<file path="src/rtl/gpo_irq_pkg.sv">
package gpo_irq_pkg;

    localparam int DATA_W     = 8;
    localparam int ADDR_W     = 4;
    localparam int SRC_PER_CH = 4;

    typedef enum logic [ADDR_W-1:0] {
        ADDR_PIN_LVL = 4'h4,
        ADDR_INTR    = 4'h5,
        ADDR_PIN_CFG = 4'hD,
        ADDR_OUT_SET = 4'hE,
        ADDR_OUT_CLR = 4'hF
    } reg_addr_e;

    typedef struct packed {
        logic mask_we;
        logic cfg_we;
        logic set_we;
        logic clr_we;
    } wr_strobe_t;

    function automatic wr_strobe_t decode_write(input logic we, input logic [ADDR_W-1:0] addr);
        wr_strobe_t s;
        s         = '0;
        s.mask_we = we && (addr == ADDR_INTR);
        s.cfg_we  = we && (addr == ADDR_PIN_CFG);
        s.set_we  = we && (addr == ADDR_OUT_SET);
        s.clr_we  = we && (addr == ADDR_OUT_CLR);
        return s;
    endfunction

endpackage

</file>
<file path="src/rtl/gpo_irq_mask.sv">
module gpo_irq_mask
    import gpo_irq_pkg::*;
#(
    parameter int NCH = 2
) (
    input  logic              clk,
    input  logic              rst,
    input  logic              mask_we,
    input  logic [DATA_W-1:0] wdata,
    input  logic [NCH-1:0]    tx_rdy,
    input  logic [NCH-1:0]    rx_rdy,
    output logic [DATA_W-1:0] status,
    output logic              irq_n
);
    localparam int SW = SRC_PER_CH * NCH;

    logic [SW-1:0] mask_q;
    logic          irq_q;

    always_comb begin
        status = '0;
        for (int ch = 0; ch < NCH; ch++) begin
            status[SRC_PER_CH*ch]     = tx_rdy[ch];
            status[SRC_PER_CH*ch + 1] = rx_rdy[ch];
        end
    end

    always_ff @(posedge clk) begin
        if (rst) begin
            mask_q <= '0;
            irq_q  <= 1'b1;
        end else begin
            if (mask_we) mask_q <= wdata[SW-1:0];
            irq_q <= ~|(status[SW-1:0] & mask_q);
        end
    end

    assign irq_n = irq_q;

    // the mask only moves on its own write strobe
    assert_mask_hold_R3: assert property (@(posedge clk) disable iff (rst)
        !mask_we |=> $stable(mask_q));

    // an all-zero mask keeps the request line released
    assert_masked_quiet_R3: assert property (@(posedge clk) disable iff (rst)
        (mask_q == '0) |=> irq_n);

    // a new mask value is exactly the written data
    assert_mask_load_R3: assert property (@(posedge clk) disable iff (rst)
        mask_we |=> (mask_q == $past(wdata[SW-1:0])));

endmodule

</file>
<file path="src/rtl/gpo_out_port.sv">
module gpo_out_port
    import gpo_irq_pkg::*;
#(
    parameter int NOUT = 8,
    parameter int NALT = 4
) (
    input  logic              clk,
    input  logic              rst,
    input  logic              set_we,
    input  logic              clr_we,
    input  logic              cfg_we,
    input  logic [DATA_W-1:0] wdata,
    input  logic [NALT-1:0]   alt_src,
    output logic [NOUT-1:0]   pins_n
);
    logic [NOUT-1:0] out_q;
    logic [NALT-1:0] cfg_q;
    logic [NOUT-1:0] drive;

    always_ff @(posedge clk) begin
        if (rst) begin
            out_q <= '0;
            cfg_q <= '0;
        end else begin
            if (set_we) out_q <= out_q | wdata[NOUT-1:0];
            else if (clr_we) out_q <= out_q & ~wdata[NOUT-1:0];
            if (cfg_we) cfg_q <= wdata[NALT-1:0];
        end
    end

    for (genvar k = 0; k < NOUT; k++) begin : g_pin
        if (k < NALT) begin : g_alt
            assign drive[k] = cfg_q[k] ? alt_src[k] : out_q[k];
        end else begin : g_reg
            assign drive[k] = out_q[k];
        end
    end

    assign pins_n = ~drive;

    // set-bits write leaves every written 1 set
    assert_set_bits_R4: assert property (@(posedge clk) disable iff (rst)
        set_we |=> ((out_q & $past(wdata[NOUT-1:0])) == $past(wdata[NOUT-1:0])));

    // clear-bits write leaves every written 1 cleared
    assert_clr_bits_R5: assert property (@(posedge clk) disable iff (rst)
        clr_we |=> ((out_q & $past(wdata[NOUT-1:0])) == '0));

    // without a set or clear strobe the register holds
    assert_out_hold_R9: assert property (@(posedge clk) disable iff (rst)
        (!set_we && !clr_we) |=> $stable(out_q));

    // configuration holds without its strobe
    assert_cfg_hold_R9: assert property (@(posedge clk) disable iff (rst)
        !cfg_we |=> $stable(cfg_q));

endmodule

</file>
<file path="src/rtl/gpo_in_sync.sv">
module gpo_in_sync #(
    parameter int NIN = 6
) (
    input  logic           clk,
    input  logic           rst,
    input  logic [NIN-1:0] raw,
    output logic [NIN-1:0] synced
);
    logic [NIN-1:0] stage1_q;
    logic [NIN-1:0] stage2_q;

    always_ff @(posedge clk) begin
        if (rst) begin
            stage1_q <= '0;
            stage2_q <= '0;
        end else begin
            stage1_q <= raw;
            stage2_q <= stage1_q;
        end
    end

    assign synced = stage2_q;

    // second stage trails the first by exactly one edge
    assert_sync_chain_R8: assert property (@(posedge clk) disable iff (rst)
        !$past(rst) |-> (stage2_q == $past(stage1_q)));

endmodule

</file>
<file path="src/rtl/gpo_irq_unit.sv">
module gpo_irq_unit
    import gpo_irq_pkg::*;
#(
    parameter int NCH  = 2,
    parameter int NOUT = 8,
    parameter int NIN  = 6
) (
    input  logic              clk,
    input  logic              rst,
    input  logic              host_we,
    input  logic [ADDR_W-1:0] host_addr,
    input  logic [DATA_W-1:0] host_wdata,
    output logic [DATA_W-1:0] host_rdata,
    input  logic [NCH-1:0]    ch_tx_ready,
    input  logic [NCH-1:0]    ch_rx_ready,
    input  logic [NIN-1:0]    in_pins,
    output logic              irq_n,
    output logic [NOUT-1:0]   out_pins_n
);
    localparam int NFLAG = 2 * NCH;
    localparam int NALT  = (NFLAG < NOUT) ? NFLAG : NOUT;

    wr_strobe_t        wstb;
    logic [DATA_W-1:0] status;
    logic [NIN-1:0]    pin_lvl;
    logic [NFLAG-1:0]  flags;

    assign wstb = decode_write(host_we, host_addr);

    for (genvar n = 0; n < NCH; n++) begin : g_flag
        assign flags[2*n]     = ch_tx_ready[n];
        assign flags[2*n + 1] = ch_rx_ready[n];
    end

    gpo_irq_mask #(.NCH(NCH)) u_mask (
        .clk     (clk),
        .rst     (rst),
        .mask_we (wstb.mask_we),
        .wdata   (host_wdata),
        .tx_rdy  (ch_tx_ready),
        .rx_rdy  (ch_rx_ready),
        .status  (status),
        .irq_n   (irq_n)
    );

    gpo_out_port #(.NOUT(NOUT), .NALT(NALT)) u_out (
        .clk     (clk),
        .rst     (rst),
        .set_we  (wstb.set_we),
        .clr_we  (wstb.clr_we),
        .cfg_we  (wstb.cfg_we),
        .wdata   (host_wdata),
        .alt_src (flags[NALT-1:0]),
        .pins_n  (out_pins_n)
    );

    gpo_in_sync #(.NIN(NIN)) u_sync (
        .clk    (clk),
        .rst    (rst),
        .raw    (in_pins),
        .synced (pin_lvl)
    );

    always_comb begin
        case (host_addr)
            ADDR_INTR:    host_rdata = status;
            ADDR_PIN_LVL,
            ADDR_PIN_CFG: host_rdata = DATA_W'(pin_lvl);
            default:      host_rdata = '0;
        endcase
    end

    // line released in the cycle after reset
    assert_reset_idle_R1: assert property (@(posedge clk)
        $past(rst) |-> irq_n);

    // unmapped reads are zero
    assert_unmapped_zero_R9: assert property (@(posedge clk) disable iff (rst)
        (host_addr != ADDR_INTR && host_addr != ADDR_PIN_LVL && host_addr != ADDR_PIN_CFG)
            |-> (host_rdata == '0));

endmodule

</file>
<file path="config.mk">
export PLATFORM = sky130hd
export DESIGN_NAME = gpo_irq_unit
export DESIGN_NICKNAME = d
export VERILOG_FILES = /design/src/rtl/gpo_irq_pkg.sv /design/src/rtl/gpo_irq_mask.sv /design/src/rtl/gpo_out_port.sv /design/src/rtl/gpo_in_sync.sv /design/src/rtl/gpo_irq_unit.sv
export SDC_FILE = /design/constraint.sdc
export NUM_CORES = 1
export LEC_CHECK = 0
export BUFFER_PORTS_ARGS = -buffer_cell sky130_fd_sc_hd__buf_2
export CAP_MARGIN = 10
export CORE_ASPECT_RATIO = 0.8
export CORE_MARGIN = 2
export CORE_UTILIZATION = 55
export CTS_BUF_LIST = sky130_fd_sc_hd__clkbuf_8
export DETAILED_ROUTE_END_ITERATION = 10
export PLACE_DENSITY = 0.86
export SLEW_MARGIN = 20
export SYNTH_ARGS = -nofsm -noshare
export SYNTH_HDL_FRONTEND = slang
export SYNTH_SLANG_ARGS = --single-unit
</file>
<file path="constraint.sdc">
create_clock -name clk -period 2.6 [get_ports clk]
set_input_delay 0.39 -clock clk [delete_from_list [all_inputs] [get_ports clk]]
set_output_delay 0.39 -clock clk [all_outputs]
set_load 0.02 [all_outputs]
</file>
== After elaboration in Yosys (flattened, before gate mapping) ==
Cells that the tools add are included.
W data, S select, Z words.

* Equal/unequal tests: 5
* Multiplexer cells: 7
* Bitwise operators: 5
* Reduce and logical (&&, ||, !) cells: 8

{| class="wikitable"
|+ Operator list
! operator !! count
|-
| $mux W8 || 2
|-
| $not A8 Y8 || 2
|-
| $eq A4 B4 Y1 const B || 3
|-
| $pmux W6 S2 || 1
|-
| $and A6 B8 Y8 || 1
|-
| $and A8 B8 Y8 || 1
|-
| $eq A4 B3 Y1 const B || 2
|-
| $or A8 B8 Y8 || 1
|-
| $reduce_or A8 Y1 || 1
|-
| $logic_and A1 B1 Y1 || 4
|-
| $mux W1 || 4
|-
| $reduce_bool A2 Y1 || 1
|-
| $reduce_or A2 Y1 || 1
|-
| $logic_not A1 Y1 || 1
|}

* Bits in registers: 33
* Input bits: 25
* Output and inout bits: 17
* Logic and storage cells: 31

== Logic depth before layout (Yosys ltp) ==
Gate-level depths: netlist of the first run.

* Depth after elaboration: 4
* Mapped depth: 6
* Depth with buffers taken out: 3

== Hierarchy ==
Synthesis of the first run repeated with hierarchy kept, for this count alone.

* Cells, all modules: 126
* Area, all modules: 1,307.5 sq um

{| class="wikitable"
|+ By module, submodules not included
! module !! instances !! cells an instance !! area each (sq um) !! sequential area each (sq um)
|-
| gpo_out_port || 1 || 56 || 549.3 || 240.2
|-
| gpo_in_sync || 1 || 25 || 366.6 || 240.2
|-
| gpo_irq_mask || 1 || 26 || 246.5 || 100.1
|-
| gpo_irq_unit || 1 || 19 || 145.1 || 0.0
|}

== Worst setup path before layout of the first run ==
OpenSTA, ideal clock, no wires.

* Path kind: input to output
* Start point: input host_addr[3]
* End point: output host_rdata[0]
* Arrival time: 1.089 ns
* Data required time: 2.210 ns
* Setup slack: 1.121 ns
* Stages on the path: 4
* Buffers on the path: 1
* Path through: buf_6 > nor2_1 > a22oi_1 > nor2_1

* Word-level cells in the longest chain between the ends: 3
* Elaborated cells between the ends (all ways): 5
* Those cells by class: eq/ne: 3; mux: 1; reduce/logical: 1

{| class="wikitable"
|+ Ends and longest elaborated chain
! what !! line !! source
|-
| start: declaration || gpo_irq_unit.sv:11 || <nowiki>input logic [ADDR_W-1:0] host_addr,</nowiki>
|-
| $eq A4 B4 Y1 or $eq A4 B3 Y1 (tied branches) || gpo_irq_unit.sv:65 || <nowiki>case (host_addr)</nowiki>
|-
| $reduce_or A2 Y1 || gpo_irq_unit.sv:65 ||
|-
| $pmux W6 S2 * || gpo_irq_unit.sv:65 ||
|-
| end: declaration || gpo_irq_unit.sv:13 || <nowiki>output logic [DATA_W-1:0] host_rdata,</nowiki>
|}

Every way passes the cells marked *; elsewhere a longest branch is shown, timed or not.

== Worst setup path in the final report of the first run ==
* Start point: input host_addr[3]
* End point: output host_rdata[5]

The elaborated chain is that of the path after synthesis.

==> run metrics, run 1 <==
chip width=57.4 um; status=finished clean; Chip Height=46.7 um; gr ovfl total=0; register area share after synthesis=0.463; top-area cell type share of the netlist area=0.463; wire per inst=13.0 um; share of flip-flops with an asynchronous set or reset=0; worst slew pin tran=between 0.5 and 0.6 ns; Final period util=0.656; H-tree levels=2; die area=between 2000 and 3000 um^2; Final min period=approximately 1.7 ns; Lkg Pwr=just over 0.6 nW; Avg Inst Size Synth=between 10 and 15 um^2; final hold vios=0; setup TNS=0 ns; top post-synthesis cells by area=dfxtp_1 46%, mux2i_1 9.6%, nand2b_1 7.5%; post_cts resized=0; WP data required=roughly 2.2 ns; Setup violations, final=0; Pre-antenna DRT Iters=4; NumNets Final=~190; DP Wirelength=around 1800 um; row cnt=15; Total Routed Length=approximately 2400 um; Skew-Pair Late Insertion Delay=0.27 ns; clk sinks=29; Hold/Removal Path Class=in2reg; Critical Path Sink Type=output pin; CTS hold repair buffers=0; initial core utilization=0.581; crit start category=input pin; CP Class=in2out; Area Growth Syn to Fin=21.2%; Clock Pin Slew Worst Setup and Hold Paths=approximately 0.06 ns; layout cell share with drive strength beyond 1=0.327; antenna fix cells=0; RePlAce Congestion=between 0.7 and 0.8; fmax=0.586 GHz; Ys Warns=0; cell accounting for the most synthesized area=dfxtp_1; RSZ-0062 raised after global routing=false; DRC marker count from the first detailed-route iteration=16; Tot Pwr=0.988 mW; top_reg_cell synth=dfxtp_1; Synth cell types=25; CTS tree=built; initial antenna violation count=0; #FFs+latches synth=29; Post-Syn Area=between 1000 and 1500 um^2; largest fanout on the critical path=9; Via density=5.35; core area=around 2200 um^2; CTS Buf Count=5; Tot GR Track Use=0.206; Syn Inst Count=125; Final ANT Viol Nets=0; I/O pin total=42; I/O Buffers=39; root buf cell=clkbuf_8; vias in the first global route=~970; first-pass GRT wire length=between 3000 and 4000 um; Worst IR Drop VDD=between 0.0007 and 0.0008 V; Slew Viols, Final=0; DRC=0; clock skew=roughly 0.0040 ns; Vias=1000; top cells by count, synth=29 x dfxtp_1, 15 x nand2b_1, 12 x mux2i_1, 12 x nor2b_1, 8 x a311oi_1; clock buffer depth=2; post-CTS setup buffers=0; maxcap violations=0; pin count of the biggest net entering global routing=36; count leader, synth=dfxtp_1; Max-slew headroom=0.603; number of synthesized flops with an enable pin=0; Power Dens Cells=650 nW/um^2; crit path DAT=~1.3 ns
[power breakdown]
group / total, mW / internal [mW] / switching, mW / leakage (nW)
sequential: 0.463 / 0.458 / 0.00484 / 0.237
clock: 0.436 / 0.278 / 0.158 / 0.0540
combinational: 0.0897 / 0.0394 / 0.0503 / 0.316
total: 0.988 / 0.775 / 0.213 / 0.606
[routing by layer]
metal  vias up  wire [um]  GRT usage
li1        498          -          -
met1       462       1030      0.214
met2        33       1210      0.361
met3         7        126     0.0618
met4         0         65      0.158
met5         -          0          0
[final timing paths]
kind	startpoint	end	slack, ns	cells after the start
setup / recovery	host_addr[3]	host_rdata[5]	0.89	5
hold / removal	in_pins[0]	u_sync.stage1_q[0]$_SDFF_PP0_	0.32	2
setup reg to reg	flop	flop	1.84	2
hold reg to reg	u_sync.stage1_q[3]$_SDFF_PP0_	u_sync.synced[3]$_SDFF_PP0_	0.43	1
[cell families (layout without fill, tap and decap cells)]
family / after synthesis / count (layout) / share of synthesized area
buffers and inverters: 15 / 51 / 0.0698
flip-flops: 29 / 29 / 0.463
other: 1 / 2 / 0.00299
XOR/XNOR: 1 / 1 / 0.00699
AO/OA/AOI/OAI: 23 / 23 / 0.136
multiplexers: 16 / 16 / 0.132
AND/OR/NAND/NOR: 40 / 40 / 0.190
[layout by cell type, fill, tap and decap left out, types with 4 or more instances in the layout]
cell type,synthesis,final
a21oi_1,6,6
mux2i_1,12,12
nor2b_1,12,12
a22oi_1,6,6
a311oi_1,8,8
nand2b_1,15,15
dfxtp_1,29,29
nor2_1,6,6
mux2_2,4,4
inv_1,5,5
buf_2,1,39
clkbuf_8,0,5
[final cells by class]
cell class | instances | area [um^2]
tap | 25 | 31.3
clock inverter | 2 | 35.0
inverter | 5 | 18.8
fill | 160 | 639
sequential | 29 | 581
timing repair buffer | 39 | 195
clock buffer | 5 | 68.8
multi-input combinational | 82 | 589
[through the flow]
stage | hold WS (ns) | instance area (um^2) | setup slack (ns) | std cells | util
floorplan | 0.414 | 1260 | 1.12 | 126 | -
detailed placement | 0.425 | 1420 | 0.850 | 180 | 0.656
CTS | 0.322 | 1520 | 0.879 | 187 | 0.704
finish | 0.325 | 1520 | 0.894 | 187 | 0.704
global route | 0.329 | 1520 | 0.820 | 187 | 0.704
global placement | 0.417 | 1420 | 0.934 | 180 | 0.656
[worst max-delay path: stages]
cell and delay, ns:
buf_2 0.18, mux2_2 0.36, a22oi_1 0.15, nor2_1 0.07
buf_2 0.17
(Power assumes the default switching activity.)
==> inputs of run 2 (changes only) <==
Settings changed: CORE_UTILIZATION 55 to 51, PLACE_DENSITY 0.86 to 0.81.
Clock period 2.6 ns to 1.7 ns, I/O delays scaled along.
==> run 2 against run 1 <==
Net effect:
- clock skew is 0.00096 ns lower
- setup slack got worse by 0.65 ns
- critical path depth down 1
- largest power group unchanged
- highest routed layer unchanged
- non-clock buffer count increased by 1
- design area is 0.74% lower
- register-to-register slack worse by 0.86 ns
- global-route usage down 2.5 points
==> run metrics, run 2 (synthesis results as in run 1) <==
Hold/Removal Path Class=in2reg; Chip Height=about 48 um; Tot Pwr=1.37 mW; Setup violations, final=0; NumNets Final=188; CTS tree=built; I/O Buffers=39; RePlAce Congestion=0.727; wire per inst=about 13 um; Worst IR Drop VDD=0.000463 V; status=finished clean; first-pass GRT wire length=3820 um; Final period util=0.859; largest fanout on the critical path=2; CTS Buf Count=5; maxcap violations=0; layout cell share with drive strength beyond 1=0.329; vias in the first global route=~870; worst slew pin tran=around 0.5 ns; post_cts resized=0; CP Class=reg2out; DRC=0; RSZ-0062 raised after global routing=false; initial core utilization=0.526; clock buffer depth=2; Total Routed Length=2410 um; core area=approximately 2400 um^2; DP Wirelength=1710 um; Max-slew headroom=0.662; setup TNS=0 ns; gr ovfl total=0; R2R cell count=2; crit start category=flop; Vias=about 970; I/O pin total=42; Via density=approximately 5; Area Growth Syn to Fin=20.3%; Worst Hold Launch=in_pins[3]; post-CTS setup buffers=0; reg2reg end=u_mask.irq_n$_SDFF_PP1_; H-tree levels=2; reg2reg setup slack=around 0.98 ns; Tot GR Track Use=0.181; CTS hold repair buffers=0; Slowest-stage cell, CP=dfxtp_1; DP Worst Slack=0.283 ns; Final ANT Viol Nets=0; critical-path cell list=mux2_2, a22oi_1, nor2_1, buf_2; Skew-Pair Late Insertion Delay=approximately 0.28 ns; initial antenna violation count=0; die area=around 2900 um^2; max incr delay on CP=0.31 ns; pin count of the biggest net entering global routing=36; Slew Viols, Final=0; fmax=a little under 0.7 GHz; Lkg Pwr=between 0.6 and 0.7 nW; root buf cell=clkbuf_8; Pre-antenna DRT Iters=4; row cnt=16; Finished Core Util=0.633; r2r startpoint=u_mask.mask_q[4]$_SDFFE_PP0P_; WP data required=about 1.4 ns; antenna fix cells=0; clk sinks=29; crit path DAT=approximately 1.2 ns; chip width=a little under 60 um; Critical Path Sink Type=output pin; Clock Pin Slew Worst Setup and Hold Paths=0.06 ns; DRC marker count from the first detailed-route iteration=52; final hold vios=0; clock skew=approximately 0.003 ns; commonest non-fill, non-tap cell in the layout=buf_2; crit path capture=host_rdata[1]; Critical Path Source=u_sync.synced[1]$_SDFF_PP0_; Final min period=between 1 and 1.5 ns; leading cell types in the layout, fill and taps excluded=39 x buf_2, 29 x dfxtp_1, 15 x nand2b_1, 12 x mux2i_1, 12 x nor2b_1; Power Dens Cells=a little over 900 nW/um^2; setup ws final=roughly 0.24 ns
-- run 2: worst max-delay path: cells and delay by family (launching register included) --
kind	cells	cell delay, ns
compound gates	1	0.14
buf+inv	1	0.16
flops	1	0.31
mux	1	0.26
simple gates	1	0.05
-- run 2: area by class of cell --
cell class,instances,area (um^2)
Fill cell,202,875
Tap cell,27,33.8
Clock inverter,3,13.8
Timing Repair Buffer,40,203
Sequential cell,29,581
Multi-Input combinational cell,82,589
Inverter,5,18.8
Clock buffer,5,68.8
-- run 2: how the worst min path moves through the flow --
| stage | slack (ns) | endpoint | depth (start not counted) |
|---|---|---|---|
| finish | 0.18 | u_sync.stage1_q[3]$_SDFF_PP0_ | 2 |
| global route | 0.18 | u_sync.stage1_q[5]$_SDFF_PP0_ | 2 |
| CTS | 0.18 | u_sync.stage1_q[3]$_SDFF_PP0_ | 2 |
| detailed placement | 0.42 | u_sync.synced[5]$_SDFF_PP0_ | 1 |
| global placement | 0.42 | u_sync.synced[2]$_SDFF_PP0_ | 1 |
| floorplan | 0.36 | flop | 1 |
-- run 2: power by group --
group	internal, mW	switching, mW	total [mW]
clock	0.277	0.254	0.531
sequential	0.700	0.00723	0.707
combinational	0.0611	0.0754	0.136
total	1.04	0.337	1.37
-- run 2: per-stage QoR --
stage	hold WS, ns	area, um^2	cells
after global routing	0.177	1510	191
final	0.180	1510	191
after detailed placement	0.423	1430	183
after global placement	0.417	1430	183
after CTS	0.176	1510	191
after floorplan	0.365	1260	126
-- run 2: routing by layer --
| metal | wire, um | global-route usage | share of wire |
|---|---|---|---|
| met5 | 0 | 0 | 0 |
| met4 | 21 | 0.0795 | 0.0087 |
| met3 | 190 | 0.0882 | 0.079 |
| met2 | 1040 | 0.264 | 0.43 |
| met1 | 1150 | 0.224 | 0.48 |
==> inputs of run 3 (changes only) <==
Settings changed: CORE_UTILIZATION 51 to 46, PLACE_DENSITY 0.81 to 0.77.
Clock period 1.7 ns to 1.3 ns, I/O delays scaled along.
==> run 3 against run 2 <==
Net effect:
- the run now ends with setup timing left
- clock-buffer cell count grew 1
- via count is 7.0% higher
- design area increased by 12%
- critical path depth did not move
- die area rose by 10%
- first-iteration DRC count stayed put
- combinational power up 62%
- sequential power is 31% higher
==> run metrics, run 3 (synthesis results as in run 1) <==
Chip Height=between 50 and 60 um; DP Worst Slack=between 0.007 and 0.008 ns; Critical Path Sink Type=output pin; Area Growth Syn to Fin=34.6%; Pre-antenna DRT Iters=4; DRC marker count from the first detailed-route iteration=52; CTS Buf Count=5; fmax=just over 0.7 GHz; DRC=0; Worst IR Drop VDD=about 0.00066 V; DP Wirelength=1880 um; Lkg Pwr=approximately 0.69 nW; commonest non-fill, non-tap cell in the layout=buf_2; crit start category=flop; critical-path cell list=mux2_4, a22oi_2, nor2_1, buf_4; Vias=between 1000 and 1500; Slew Viols, Final=0; Final ANT Viol Nets=0; Skew-Pair Late Insertion Delay=between 0.2 and 0.3 ns; Power Dens Cells=between 1000 and 1500 nW/um^2; Clock Pin Slew Worst Setup and Hold Paths=~0.060 ns; Critical path buffers and inverters=1; Hold/Removal Path Class=in2reg; NumNets Final=approximately 200; CP Class=reg2out; root buf cell=clkbuf_8; H-tree levels=2; largest delay contributor family on the critical path=flip-flops; WP data required=1.11 ns; setup ws final=-0.0867 ns; Total Routed Length=~2800 um; antenna fix cells=0; first-pass GRT wire length=~4600 um; Final period util=1.07; vias in the first global route=roughly 1000; Non-Filler Instances=209; clock skew=0.00198 ns; Critical Path Source=u_sync.synced[5]$_SDFF_PP0_; Slowest-stage cell, CP=dfxtp_2; Finished Cell Area=around 1700 um^2; initial core utilization=0.497; die area=between 3000 and 4000 um^2; Setup violations, final=4; DP Area=around 1500 um^2; clock buffer depth=2; largest fanout on the critical path=2; failing checks=setup timing; final hold vios=0; setup TNS=-0.299 ns; Inst Count DP=approximately 200; initial antenna violation count=0; RSZ-0062 raised after global routing=true; pin count of the biggest net entering global routing=30; CTS tree=built; RePlAce Congestion=0.717; gr ovfl total=0; Finished Core Util=0.669; clk sinks=29; status=complete, but fails checks; layout cell share with drive strength beyond 1=0.416; Tot GR Track Use=0.191; I/O pin total=42; I/O Buffers=39; core area=about 2500 um^2; wire per inst=between 10 and 15 um; maxcap violations=0; CTS hold repair buffers=0; row cnt=16; Final min period=between 1 and 1.5 ns; Via density=approximately 5.0; leading cell types in the layout, fill and taps excluded=34 x buf_2, 25 x dfxtp_1, 15 x nand2b_1, 13 x buf_4; chip width=a little over 60 um; crit path DAT=between 1 and 1.5 ns; max incr delay on CP=0.32 ns; Worst Hold Launch=in_pins[1]
==> run 3: final timing paths <==
kind	endpoint	slack, ns	depth (start not counted)
worst max-delay path	host_rdata[5]	-0.09	4
worst min-delay path	u_sync.stage1_q[1]$_SDFF_PP0_	0.13	2
worst max register to register	flop	0.56	2
worst min register to register	u_sync.synced[4]$_SDFF_PP0_	0.44	1
==> run 3: worst register-to-register path: cells and delay by family, from the launching register on <==
| family | cells | cell delay (ns) |
|---|---|---|
| flops | 1 | 0.33 |
| compound gates | 2 | 0.32 |
==> run 3: per-layer routing <==
layer  track usage  share of wire  vias up
met5             0              0        -
met1         0.227           0.45      474
met2         0.330           0.48       38
li1              -              -      521
met3        0.0538          0.055        4
met4        0.0778         0.0097        0
==> run 3: layout make-up <==
| cell class | count | area [um^2] |
|---|---|---|
| inverter | 5 | 18.8 |
| tap | 36 | 45.0 |
| fill | 213 | 835 |
| clock inverter | 2 | 33.8 |
| multi-input combinational | 82 | 627 |
| sequential | 29 | 586 |
| timing repair buffer | 49 | 295 |
| clock buffer | 6 | 82.6 |
==> run 3: power by group <==
part,internal (mW),switching (mW)
Sequential,0.916,0.0109
Clock,0.616,0.323
Combinational,0.105,0.115
==> run 3: repair_timing <==
| item | CTS | global route |
|---|---|---|
| pin swaps | 0 | 2 |
| gates resized for setup | 15 | 3 |
| buffers inserted | 1 | 3 |
| setup endpoints to repair | 4 | 5 |
| cloned | 0 | 0 |
==> run 3: stage by stage <==
stage / power (mW) / hold slack (ns)
floorplan: 1.06 / 0.305
global placement: 1.13 / 0.404
detailed placement: 1.14 / 0.413
CTS: 2.09 / 0.127
global route: 2.17 / 0.131
finish: 2.09 / 0.131
